**config.mk**
```make
export PLATFORM = sky130hd
export DESIGN_NAME = i2cm_byte_engine
export DESIGN_NICKNAME = d
export VERILOG_FILES = /design/src/rtl/i2cm_pkg.sv /design/src/rtl/i2cm_qtick.sv /design/src/rtl/i2cm_shifter.sv /design/src/rtl/i2cm_seq.sv /design/src/rtl/i2cm_byte_engine.sv
export SDC_FILE = /design/constraint.sdc
export NUM_CORES = 1
export LEC_CHECK = 0
export BUFFER_PORTS_ARGS = -buffer_cell sky130_fd_sc_hd__buf_2
export CAP_MARGIN = 20
export CORE_ASPECT_RATIO = 1.25
export CORE_MARGIN = 3
export CORE_UTILIZATION = 35
export CTS_CLUSTER_SIZE = 12
export DETAILED_ROUTE_END_ITERATION = 10
export SLEW_MARGIN = 20
export SYNTH_ARGS = -nofsm -noshare
export SYNTH_HDL_FRONTEND = slang
export SYNTH_SLANG_ARGS = --single-unit
```
**constraint.sdc**
```tcl
create_clock -name clk -period 2.1 [get_ports clk]
set_input_delay 0.21 -clock clk [delete_from_list [all_inputs] [get_ports clk]]
set_output_delay 0.21 -clock clk [all_outputs]
set_load 0.01 [all_outputs]
```
**src/rtl/i2cm_pkg.sv**
```systemverilog
// Shared types for the I2C master byte engine.
// Assumes: nothing beyond IEEE 1800-2017.
package i2cm_pkg;

    // Bus sequencing phase of the engine.
    typedef enum logic [2:0] {
        PH_IDLE  = 3'd0,   // bus not owned, both lines released
        PH_HOLD  = 3'd1,   // bus owned, SCL parked low between bytes
        PH_START = 3'd2,   // START or repeated START
        PH_BITS  = 3'd3,   // data bits plus the acknowledge clock
        PH_STOP  = 3'd4    // STOP
    } phase_t;

    // Number of quarter periods in one SCL bit.
    localparam int QUARTERS = 4;

endpackage

```
**src/rtl/i2cm_qtick.sv**
```systemverilog
// Quarter-period tick generator.
// Counts QTR_CYC cycles while run is high and pulses tick on the last one.
// Assumes: QTR_CYC >= 2. The count restarts from zero whenever run is low.
module i2cm_qtick #(
    parameter int QTR_CYC = 63
) (
    input  logic clk,
    input  logic rst_n,
    input  logic run,
    output logic tick
);
    localparam int CW = (QTR_CYC > 2) ? $clog2(QTR_CYC) : 1;
    localparam logic [CW-1:0] LAST = CW'(QTR_CYC - 1);

    logic [CW-1:0] cnt;

    // Divider counter: held at zero when idle, wraps at the end of each quarter.
    always_ff @(posedge clk) begin
        if (!rst_n) begin
            cnt <= '0;
        end else if (!run || cnt == LAST) begin
            cnt <= '0;
        end else begin
            cnt <= cnt + 1'b1;
        end
    end

    assign tick = run && (cnt == LAST);

endmodule

```
**src/rtl/i2cm_shifter.sv**
```systemverilog
// Byte shift register shared by write and read.
// Loads the outgoing byte, presents its MSB, and shifts the sensed bus bit
// in at the LSB, so after a full byte it holds what was on the wire.
// Assumes: load and shift are never high in the same cycle.
module i2cm_shifter #(
    parameter int W = 8
) (
    input  logic         clk,
    input  logic         rst_n,
    input  logic         load,
    input  logic [W-1:0] load_val,
    input  logic         shift,
    input  logic         in_bit,
    output logic         msb,
    output logic [W-1:0] value
);
    logic [W-1:0] sh;

    // Shift register: load on accept, shift left by one bit on each bit end.
    always_ff @(posedge clk) begin
        if (!rst_n) begin
            sh <= '0;
        end else if (load) begin
            sh <= load_val;
        end else if (shift) begin
            sh <= {sh[W-2:0], in_bit};
        end
    end

    assign msb   = sh[W-1];
    assign value = sh;

endmodule

```
**src/rtl/i2cm_seq.sv**
```systemverilog
// Bus sequencer: walks the START, bits, acknowledge and STOP phases
// quarter by quarter and decodes the open-drain drive levels.
// Assumes: launch only arrives in PH_IDLE or PH_HOLD, and a launch with
// with_start low only arrives while the bus is owned.
module i2cm_seq
    import i2cm_pkg::*;
#(
    parameter int DATA_W = 8
) (
    input  logic   clk,
    input  logic   rst_n,
    input  logic   launch,
    input  logic   with_start,
    input  logic   with_stop,
    input  logic   rx_byte,
    input  logic   nak_sel,
    input  logic   tick,
    input  logic   data_msb,
    output phase_t phase,
    output logic   run,
    output logic   shift_en,
    output logic   ack_cap,
    output logic   byte_done,
    output logic   done_rx,
    output logic   bus_owned,
    output logic   scl_oe,
    output logic   sda_oe
);
    localparam int BW = $clog2(DATA_W + 1);
    localparam logic [BW-1:0] ACK_SLOT = BW'(DATA_W);
    localparam logic [1:0] LAST_Q = 2'(QUARTERS - 1);

    logic [1:0]    qtr;
    logic [BW-1:0] bit_idx;
    logic          lat_stop;
    logic          lat_rx;
    logic          lat_nak;
    logic          lat_resume;
    logic          last_q;
    logic          in_ack;

    assign last_q = (qtr == LAST_Q);
    assign in_ack = (bit_idx == ACK_SLOT);

    // Phase, quarter and bit counters, plus the per-byte intent latched at accept.
    always_ff @(posedge clk) begin
        if (!rst_n) begin
            phase      <= PH_IDLE;
            qtr        <= '0;
            bit_idx    <= '0;
            lat_stop   <= 1'b0;
            lat_rx     <= 1'b0;
            lat_nak    <= 1'b0;
            lat_resume <= 1'b0;
            bus_owned  <= 1'b0;
        end else if (launch) begin
            phase      <= with_start ? PH_START : PH_BITS;
            qtr        <= '0;
            bit_idx    <= '0;
            lat_stop   <= with_stop;
            lat_rx     <= rx_byte;
            lat_nak    <= nak_sel;
            lat_resume <= bus_owned;
            bus_owned  <= 1'b1;
        end else if (tick) begin
            qtr <= qtr + 1'b1;
            if (last_q) begin
                case (phase)
                    PH_START: begin
                        phase   <= PH_BITS;
                        bit_idx <= '0;
                    end
                    PH_BITS: begin
                        if (in_ack) begin
                            phase <= lat_stop ? PH_STOP : PH_HOLD;
                        end else begin
                            bit_idx <= bit_idx + 1'b1;
                        end
                    end
                    PH_STOP: begin
                        phase     <= PH_IDLE;
                        bus_owned <= 1'b0;
                    end
                    default: ;
                endcase
            end
        end
    end

    // Event strobes for the divider, shifter and status logic.
    always_comb begin
        run       = (phase == PH_START) || (phase == PH_BITS) || (phase == PH_STOP);
        shift_en  = tick && last_q && (phase == PH_BITS) && !in_ack;
        ack_cap   = tick && last_q && (phase == PH_BITS) && in_ack && !lat_rx;
        byte_done = tick && last_q &&
                    (((phase == PH_BITS) && in_ack && !lat_stop) || (phase == PH_STOP));
        done_rx   = lat_rx;
    end

    // Open-drain drive levels per phase and quarter (1 pulls the line low).
    always_comb begin
        scl_oe = 1'b0;
        sda_oe = 1'b0;
        case (phase)
            PH_HOLD: begin
                scl_oe = 1'b1;
            end
            PH_START: begin
                case (qtr)
                    2'd0:    scl_oe = lat_resume;
                    2'd1:    scl_oe = 1'b0;
                    default: sda_oe = 1'b1;
                endcase
            end
            PH_BITS: begin
                scl_oe = !qtr[1];
                if (in_ack) begin
                    sda_oe = lat_rx && !lat_nak;
                end else begin
                    sda_oe = !lat_rx && !data_msb;
                end
            end
            PH_STOP: begin
                scl_oe = !qtr[1];
                sda_oe = (qtr != LAST_Q);
            end
            default: ;
        endcase
    end

endmodule

```
**src/rtl/i2cm_byte_engine.sv**
```systemverilog
// I2C master byte engine, top level.
// Takes one byte per go strobe, works out whether a START is needed,
// tracks the read/write direction chosen by the address byte, and keeps
// the busy, status, read-data and acknowledge-error outputs.
// Assumes: SCL is not stretched by slaves; there is one master on the bus.
module i2cm_byte_engine
    import i2cm_pkg::*;
#(
    parameter int QTR_CYC = 63,
    parameter int DATA_W  = 8
) (
    input  logic              clk,
    input  logic              rst_n,
    input  logic              go,
    input  logic              start_req,
    input  logic              stop_req,
    input  logic              nak_sel,
    input  logic [DATA_W-1:0] tx_byte,
    input  logic              sda_i,
    output logic              scl_oe,
    output logic              sda_oe,
    output logic              busy,
    output logic              bus_owned,
    output logic              tx_empty,
    output logic              rx_full,
    output logic [DATA_W-1:0] rx_data,
    output logic              ack_err
);
    phase_t            phase;
    logic              launch;
    logic              eff_start;
    logic              rx_mode;
    logic              rx_byte;
    logic              tick;
    logic              run;
    logic              shift_en;
    logic              ack_cap;
    logic              byte_done;
    logic              done_rx;
    logic              data_msb;
    logic [DATA_W-1:0] sh_value;

    // Accept decode: a START is forced when the bus is not yet owned.
    always_comb begin
        launch    = go && !busy;
        eff_start = start_req || !bus_owned;
        rx_byte   = rx_mode && !eff_start;
    end

    // Busy, status flags, read data, acknowledge error and direction.
    always_ff @(posedge clk) begin
        if (!rst_n) begin
            busy     <= 1'b0;
            tx_empty <= 1'b0;
            rx_full  <= 1'b0;
            rx_data  <= '0;
            ack_err  <= 1'b0;
            rx_mode  <= 1'b0;
        end else begin
            if (launch) begin
                busy     <= 1'b1;
                tx_empty <= 1'b0;
                rx_full  <= 1'b0;
                if (eff_start) begin
                    rx_mode <= tx_byte[0];
                end
            end else if (byte_done) begin
                busy <= 1'b0;
                if (done_rx) begin
                    rx_full <= 1'b1;
                    rx_data <= sh_value;
                end else begin
                    tx_empty <= 1'b1;
                end
            end
            if (ack_cap) begin
                ack_err <= sda_i;
            end
        end
    end

    i2cm_qtick #(
        .QTR_CYC (QTR_CYC)
    ) u_tick (
        .clk   (clk),
        .rst_n (rst_n),
        .run   (run),
        .tick  (tick)
    );

    i2cm_shifter #(
        .W (DATA_W)
    ) u_shift (
        .clk      (clk),
        .rst_n    (rst_n),
        .load     (launch),
        .load_val (tx_byte),
        .shift    (shift_en),
        .in_bit   (sda_i),
        .msb      (data_msb),
        .value    (sh_value)
    );

    i2cm_seq #(
        .DATA_W (DATA_W)
    ) u_seq (
        .clk        (clk),
        .rst_n      (rst_n),
        .launch     (launch),
        .with_start (eff_start),
        .with_stop  (stop_req),
        .rx_byte    (rx_byte),
        .nak_sel    (nak_sel),
        .tick       (tick),
        .data_msb   (data_msb),
        .phase      (phase),
        .run        (run),
        .shift_en   (shift_en),
        .ack_cap    (ack_cap),
        .byte_done  (byte_done),
        .done_rx    (done_rx),
        .bus_owned  (bus_owned),
        .scl_oe     (scl_oe),
        .sda_oe     (sda_oe)
    );

endmodule

```
==> results.py, run 1 <==
metrics = {
    "cells_and_area": {
        "n_antenna_cell": 0,
        "multi_input_area_um2": 1050,
        "final_area_um2": 2300,
        "layout.nets": 277,
        "seqCellArea_um2": 822,
        "area_growth_pct": 18.7,
        "stdcell_count": 318,
        "fillers": 537,
        "drive_gt1_frac": 0.215,
        "post-route-util": 0.440,
    },
    "setup_path": {
        "cp_max_fo": 4,
        "r2r_cells": 7,
        "crit_arrival_ns": 1.77,
        "crit_type": "flop to primary output",
        "cp-end-kind": "primary output",
        "required_ns": 1.89,
        "start_kind": "flop",
    },
    "global_routing": {
        "grt_max_degree": 22,
        "antenna_found_initial": 0,
        "grt_pass1_wl_um": 7680,
        "grt_overflow": 0,
        "grt.total_usage": 0.151,
        "grt_pass1_vias": 1619,
    },
    "clock_tree": {
        "clock_latency_ns": 0.30,
        "numCtsBuffers": 5,
        "clkTransAtPathRegs_ns": 0.09,
        "cts.sinks": 41,
        "cts_tree": "yes",
        "htreeDepth": 2,
        "clock_path_buffers": 2,
        "clock-root-buffer": "clkbuf_8",
    },
    "logic_synthesis": {
        "syn_inst": 220,
        "ys_ff_latch": 41,
        "yosysSeqAreaShare": 0.424,
        "synth_nets": 242,
        "ys_types": 43,
        "syn_area_um2": 1940,
        "syn_area_per_cell_um2": 8.80,
        "yosysWarnings": 0,
    },
    "route": {
        "drt-wirelength-per-cell_um": 13.9,
        "drc": 0,
        "drt_iter0_markers": 114,
        "route.antenna.remaining_nets": 0,
        "vias": 1654,
        "drt-pass1-iter-count": 4,
        "avgViaCountPerCell": 5.20,
        "wl_um": 4410,
    },
    "run": {
        "drv_cap": 0,
    },
    "timing": {
        "period_minus_slack_ns": 1.98,
        "hold_slack_ns": 0.168,
        "hold_viol": 0,
        "final.setup_skew_ns": 0.0139,
        "max_slew_margin": 0.691,
        "post-route-period-util": 0.943,
        "worst_pin_slew_ns": 0.462,
        "max_freq_mhz": 505,
        "finalSetupViolations": 0,
        "slew_viol_final": 0,
        "fin_ws_ns": 0.121,
    },
    "die": {
        "die_w_um": 72.5,
        "ios": 30,
        "initial_core_util": 0.371,
        "die-area_um2": 6470,
        "core_region_area_um2": 5230,
        "row_count": 29,
        "die_y_um": 89.2,
    },
    "place": {
        "gp_congestion": 0.876,
        "dpl.cell_count": 310,
        "postPlaceCellArea_um2": 2180,
        "port_buffers": 29,
        "post-dp-hpwl_um": 3240,
        "place_ws_ns": 0.333,
    },
    "pwr": {
        "clockPowerShare": 0.410,
        "pwr-share-seq": 0.519,
        "powerDensity_nw_per_um2": 693,
        "p_sw_mw": 0.388,
        "peakVddDrop_mv": 0.365,
        "internal_power_mw": 1.20,
        "combPwrFrac": 0.071,
        "p_leak_nw": 0.853,
        "swShare": 0.244,
    },
    "min_path": {
        "holdPathStages": 3,
        "min_path_type": "primary input to flop",
    },
    "outcome": {
        "status": "finished clean",
    },
}
-- placed cells by master (no fill, tap or decap), drive strengths merged, types with 6 or more instances in the layout --
master / count
nor2: 17
a21oi: 16
o21ai: 19
buf: 37
nand2: 33
dfxtp: 41
mux2i: 18
ha: 7
inv: 8
a21boi: 6
-- through the flow --
step | setup TNS [ns] | total power, mW
detailed placement | 0 | 0.958
finish | 0 | 1.59
CTS | 0 | 1.61
global placement | 0 | 0.958
global route | -0.00826 | 1.66
floorplan | 0 | 0.911
-- critical path: stages, from the launching register on --
cell	delay, ns
dfxtp_2	0.36
inv_1	0.06
ha_1	0.22
and3b_2	0.23
a311oi_1	0.30
o22ai_1	0.14
buf_2	0.16
-- final cells by class --
class | instances | area share
clock buffers | 5 | 0.0299
inverters | 8 | 0.0131
flip-flops and latches | 41 | 0.358
clock inverters | 3 | 0.0201
multi-input cells | 162 | 0.456
well taps | 62 | 0.0338
repair buffers | 37 | 0.0893
-- cells by family (layout without fill, tap and decap cells) --
| family | after synthesis | in the layout | synth area share |
|---|---|---|---|
| and+or+nand+nor | 78 | 78 | 0.202 |
| AOI/OAI and AO/OA | 54 | 54 | 0.174 |
| DFF | 41 | 41 | 0.424 |
| muxes | 18 | 18 | 0.0930 |
| buffers and inverters | 17 | 53 | 0.0388 |
| adders and majority gates | 7 | 7 | 0.0452 |
| xor gates and xnor gates | 5 | 5 | 0.0226 |
-- timing repair --
item | in CTS | in global routing
hold buffers | 0 | 0
gates resized for setup | 0 | 2
setup buffers | 0 | 0
endpoints found under the setup margin | 0 | 1
-- path summary, 6_finish.rpt --
kind | slack, ns | startpoint | endpoint
worst max-delay path | 0.12 | u_seq.bit_idx[0] | sda_oe
worst min-delay path | 0.17 | nak_sel | u_seq.lat_nak
worst max register to register | 0.31 | u_seq.bit_idx[0] | u_shift.value[0]
worst min register to register | 0.46 | rx_data[4] | rx_data[4]
-- cells in the mapped netlist --
library cell | number | share of area
a211o_1 | 1 | 0.0045
a21boi_0 | 6 | 0.023
a21oi_1 | 16 | 0.041
a311oi_1 | 1 | 0.0045
a31o_2 | 1 | 0.0045
a31oi_1 | 2 | 0.0065
and2_1 | 2 | 0.0065
and2b_4 | 1 | 0.0052
and3_1 | 1 | 0.0032
and3b_1 | 2 | 0.0090
and4_1 | 1 | 0.0045
buf_1 | 1 | 0.0019
buf_4 | 1 | 0.0039
buf_6 | 1 | 0.0058
clkbuf_1 | 6 | 0.012
dfxtp_1 | 41 | 0.42
ha_1 | 7 | 0.045
inv_1 | 8 | 0.016
mux2i_1 | 18 | 0.093
nand2_1 | 33 | 0.064
nand2b_1 | 2 | 0.0065
nand3_1 | 4 | 0.010
nand3_2 | 1 | 0.0052
nand3b_1 | 1 | 0.0039
nand4_1 | 2 | 0.0065
nand4b_2 | 1 | 0.0077
nor2_1 | 17 | 0.033
nor2b_1 | 2 | 0.0065
nor3_1 | 2 | 0.0052
nor3b_2 | 1 | 0.0065
nor4_1 | 2 | 0.0065
o2111ai_1 | 2 | 0.0090
o211ai_1 | 1 | 0.0039
o21a_1 | 1 | 0.0039
o21ai_0 | 19 | 0.049
o221a_2 | 1 | 0.0058
o22ai_1 | 1 | 0.0032
o31ai_1 | 1 | 0.0039
o31ai_4 | 1 | 0.011
or3b_1 | 1 | 0.0045
or4_1 | 2 | 0.0077
xnor2_1 | 3 | 0.014
xor2_1 | 2 | 0.0090
-- metal layers --
metal,part of all wire,GRT usage
met3,0.042,0.0337
met2,0.49,0.254
met4,0.017,0.0604
met1,0.45,0.186
met5,0,0
-- flip-flops by register name (all words and copies together) (netlist names) --
name and count:
u_seq.lat_nak 1, tx_empty 1, u_tick.cnt 6, u_seq.phase 3, u_seq.qtr 2, rx_data 8, u_seq.lat_resume 1, u_seq.bus_owned 1
u_seq.lat_stop 1, u_shift.value 8, u_seq.done_rx 1, rx_mode 1, ack_err 1, u_seq.bit_idx 4, rx_full 1, busy 1
-- power groups by stage --
stage | sequential [mW] | combinational [mW] | clock (mW)
2_1_floorplan | 0.837 | 0.0736 | 0
3_3_place_gp | 0.844 | 0.114 | 0
3_5_place_dp | 0.844 | 0.114 | 0
4_1_cts | 0.826 | 0.114 | 0.669
5_1_grt | 0.830 | 0.130 | 0.697
6_report | 0.826 | 0.113 | 0.653
No activity file was read; power rests on OpenSTA's default activity.
==> run 2, diff against run 1 <==
- CORE_UTILIZATION: 35 -> 29
==> run 2 against run 1 <==
  * Worst setup slack got worse by 0.045 ns
  * Hold slack got worse by 0.014 ns
  * Wire length fell by 3.0%
  * Critical path type unchanged
  * Largest cell class unchanged
  * Critical endpoint unchanged
==> results.py, run 2 (same netlist as run 1, synthesis figures left out) <==
metrics = {
    "setup_path": {
        "rr_endpoint": "u_shift.value[0]",
        "cp.buffers_inverters": 2,
        "cp_num_cells": 6,
        "r2r_cells": 7,
        "crit_start": "u_seq.bit_idx[0]",
        "required_ns": 1.89,
        "crit_arrival_ns": 1.81,
        "r2r_slack_ns": 0.28,
        "cp-end-kind": "primary output",
        "crit_chain": "inv_1 > ha_1 > and3b_2 > a311oi_2 > o22ai_1 > buf_2",
        "crit_slowest_cell": "dfxtp_1",
        "cp_slowest_stage_delay_ns": 0.38,
        "cpLargestDelayFamily": "compound AO/OA/AOI/OAI gates",
        "cp_max_fo": 4,
        "rr_startpoint": "u_seq.bit_idx[0]",
        "crit_type": "flop to primary output",
        "cp-endpoint": "sda_oe",
        "start_kind": "flop",
    },
    "clock_tree": {
        "cts.sinks": 41,
        "numCtsBuffers": 5,
        "cts_tree": "yes",
        "clock-root-buffer": "clkbuf_8",
        "clock_latency_ns": 0.30,
        "clock_path_buffers": 2,
        "htreeDepth": 2,
        "clkTransAtPathRegs_ns": 0.09,
        "holdBufCountCts": 0,
    },
    "die": {
        "ios": 30,
        "initial_core_util": 0.306,
        "die_w_um": 79.1,
        "core_region_area_um2": 6330,
        "die_y_um": 97.4,
        "die-area_um2": 7700,
        "row_count": 32,
    },
    "route": {
        "drt_iter0_markers": 48,
        "vias": 1651,
        "drc": 0,
        "drt-pass1-iter-count": 4,
        "wl_um": 4270,
        "route.antenna.remaining_nets": 0,
        "avgViaCountPerCell": 4.86,
        "drt-wirelength-per-cell_um": 12.6,
    },
    "timing": {
        "max_freq_mhz": 494,
        "tns_ns": 0,
        "period_minus_slack_ns": 2.02,
        "rsz0062_at_grt": "no",
        "max_slew_margin": 0.653,
        "fin_ws_ns": 0.0751,
        "hold_viol": 0,
        "slew_viol_final": 0,
        "final.setup_skew_ns": 0.00520,
        "hold_slack_ns": 0.155,
        "finalSetupViolations": 0,
        "post-route-period-util": 0.964,
        "worst_pin_slew_ns": 0.519,
    },
    "run": {
        "drv_cap": 0,
    },
    "pwr": {
        "swShare": 0.240,
        "clockPowerShare": 0.408,
        "internal_power_mw": 1.20,
        "combPwrFrac": 0.072,
        "p_sw_mw": 0.381,
        "powerDensity_nw_per_um2": 681,
        "pwr-share-seq": 0.520,
        "p_leak_nw": 0.850,
        "peakVddDrop_mv": 0.378,
    },
    "cells_and_area": {
        "area_growth_pct": 20.3,
        "n_antenna_cell": 0,
        "seqCellArea_um2": 821,
        "layout.nets": 276,
        "drive_gt1_frac": 0.216,
        "fillers": 688,
        "multi_input_area_um2": 1060,
        "final_common_cell": "dfxtp_1",
        "mostFrequentLayoutCells": "dfxtp_1 (41), nand2_1 (33), buf_2 (29)",
    },
    "global_routing": {
        "grt_max_degree": 36,
        "grt_pass1_vias": 1613,
        "antenna_found_initial": 0,
        "grt.total_usage": 0.119,
        "grt_pass1_wl_um": 7390,
        "grt_overflow": 0,
    },
    "place": {
        "place_ws_ns": 0.302,
        "post-dp-hpwl_um": 3180,
        "port_buffers": 29,
        "gp_congestion": 0.878,
    },
    "min_path": {
        "min_path_type": "primary input to flop",
    },
    "outcome": {
        "status": "finished clean",
    },
}
-- run 2: changes by cell type in the layout (fill, tap and decap cells not counted) --
cell,previous run,this run
buf_4,8,7
dfxtp_2,1,0
dfxtp_1,40,41
a311oi_1,1,0
a311oi_2,0,1
nor3_1,2,1
nor3_2,0,1
-- run 2: per-stage QoR --
stage               utilization  instances  instance area, um2  power [mW]
finish                    0.368        340                2330        1.59
global placement          0.348        332                2200       0.957
CTS                       0.366        340                2320        1.60
floorplan                     -        220                1940       0.911
detailed placement        0.348        332                2200       0.958
global route              0.368        340                2330        1.66
-- run 2: routing by layer --
metal | GRT usage | vias up | routed length, um
met5 | 0 | - | 0
li1 | - | 842 | -
met3 | 0.0288 | 10 | 181
met2 | 0.193 | 41 | 1960
met1 | 0.146 | 758 | 2010
met4 | 0.0529 | 0 | 119
-- run 2: layout make-up --
type	instances	share of cell area
multi-input combinational	162	0.455
sequential	41	0.352
timing repair buffer	36	0.0849
tap	85	0.0456
clock buffer	5	0.0295
clock inverter	3	0.0199
inverter	8	0.0129
-- run 2: repair_timing --
action                                  in CTS  in global routing
gates resized for setup                      0                  3
endpoints found under the setup margin       0                  1
setup buffers                                0                  0
-- run 2: worst min-delay path by stage --
stage               startpoint             to  depth (start not counted)
finish                 nak_sel  u_seq.lat_nak                          3
global route           nak_sel  u_seq.lat_nak                          3
CTS                    nak_sel  u_seq.lat_nak                          3
detailed placement     ack_err        ack_err                          2
global placement    rx_data[2]     rx_data[2]                          2
floorplan                sda_i        ack_err                          2
-- run 2: power groups by stage --
stage / clock network, mW / registers [mW] / logic (mW)
2_1_floorplan: 0 / 0.837 / 0.0736
3_3_place_gp: 0 / 0.843 / 0.114
3_5_place_dp: 0 / 0.843 / 0.115
4_1_cts: 0.663 / 0.825 / 0.115
5_1_grt: 0.698 / 0.829 / 0.129
6_report: 0.646 / 0.825 / 0.115
-- run 2: tightest hold or removal path, cell delays in order --
cell and delay, ns:
buf_2 0.10, nand2_1 0.04, a21boi_0 0.06
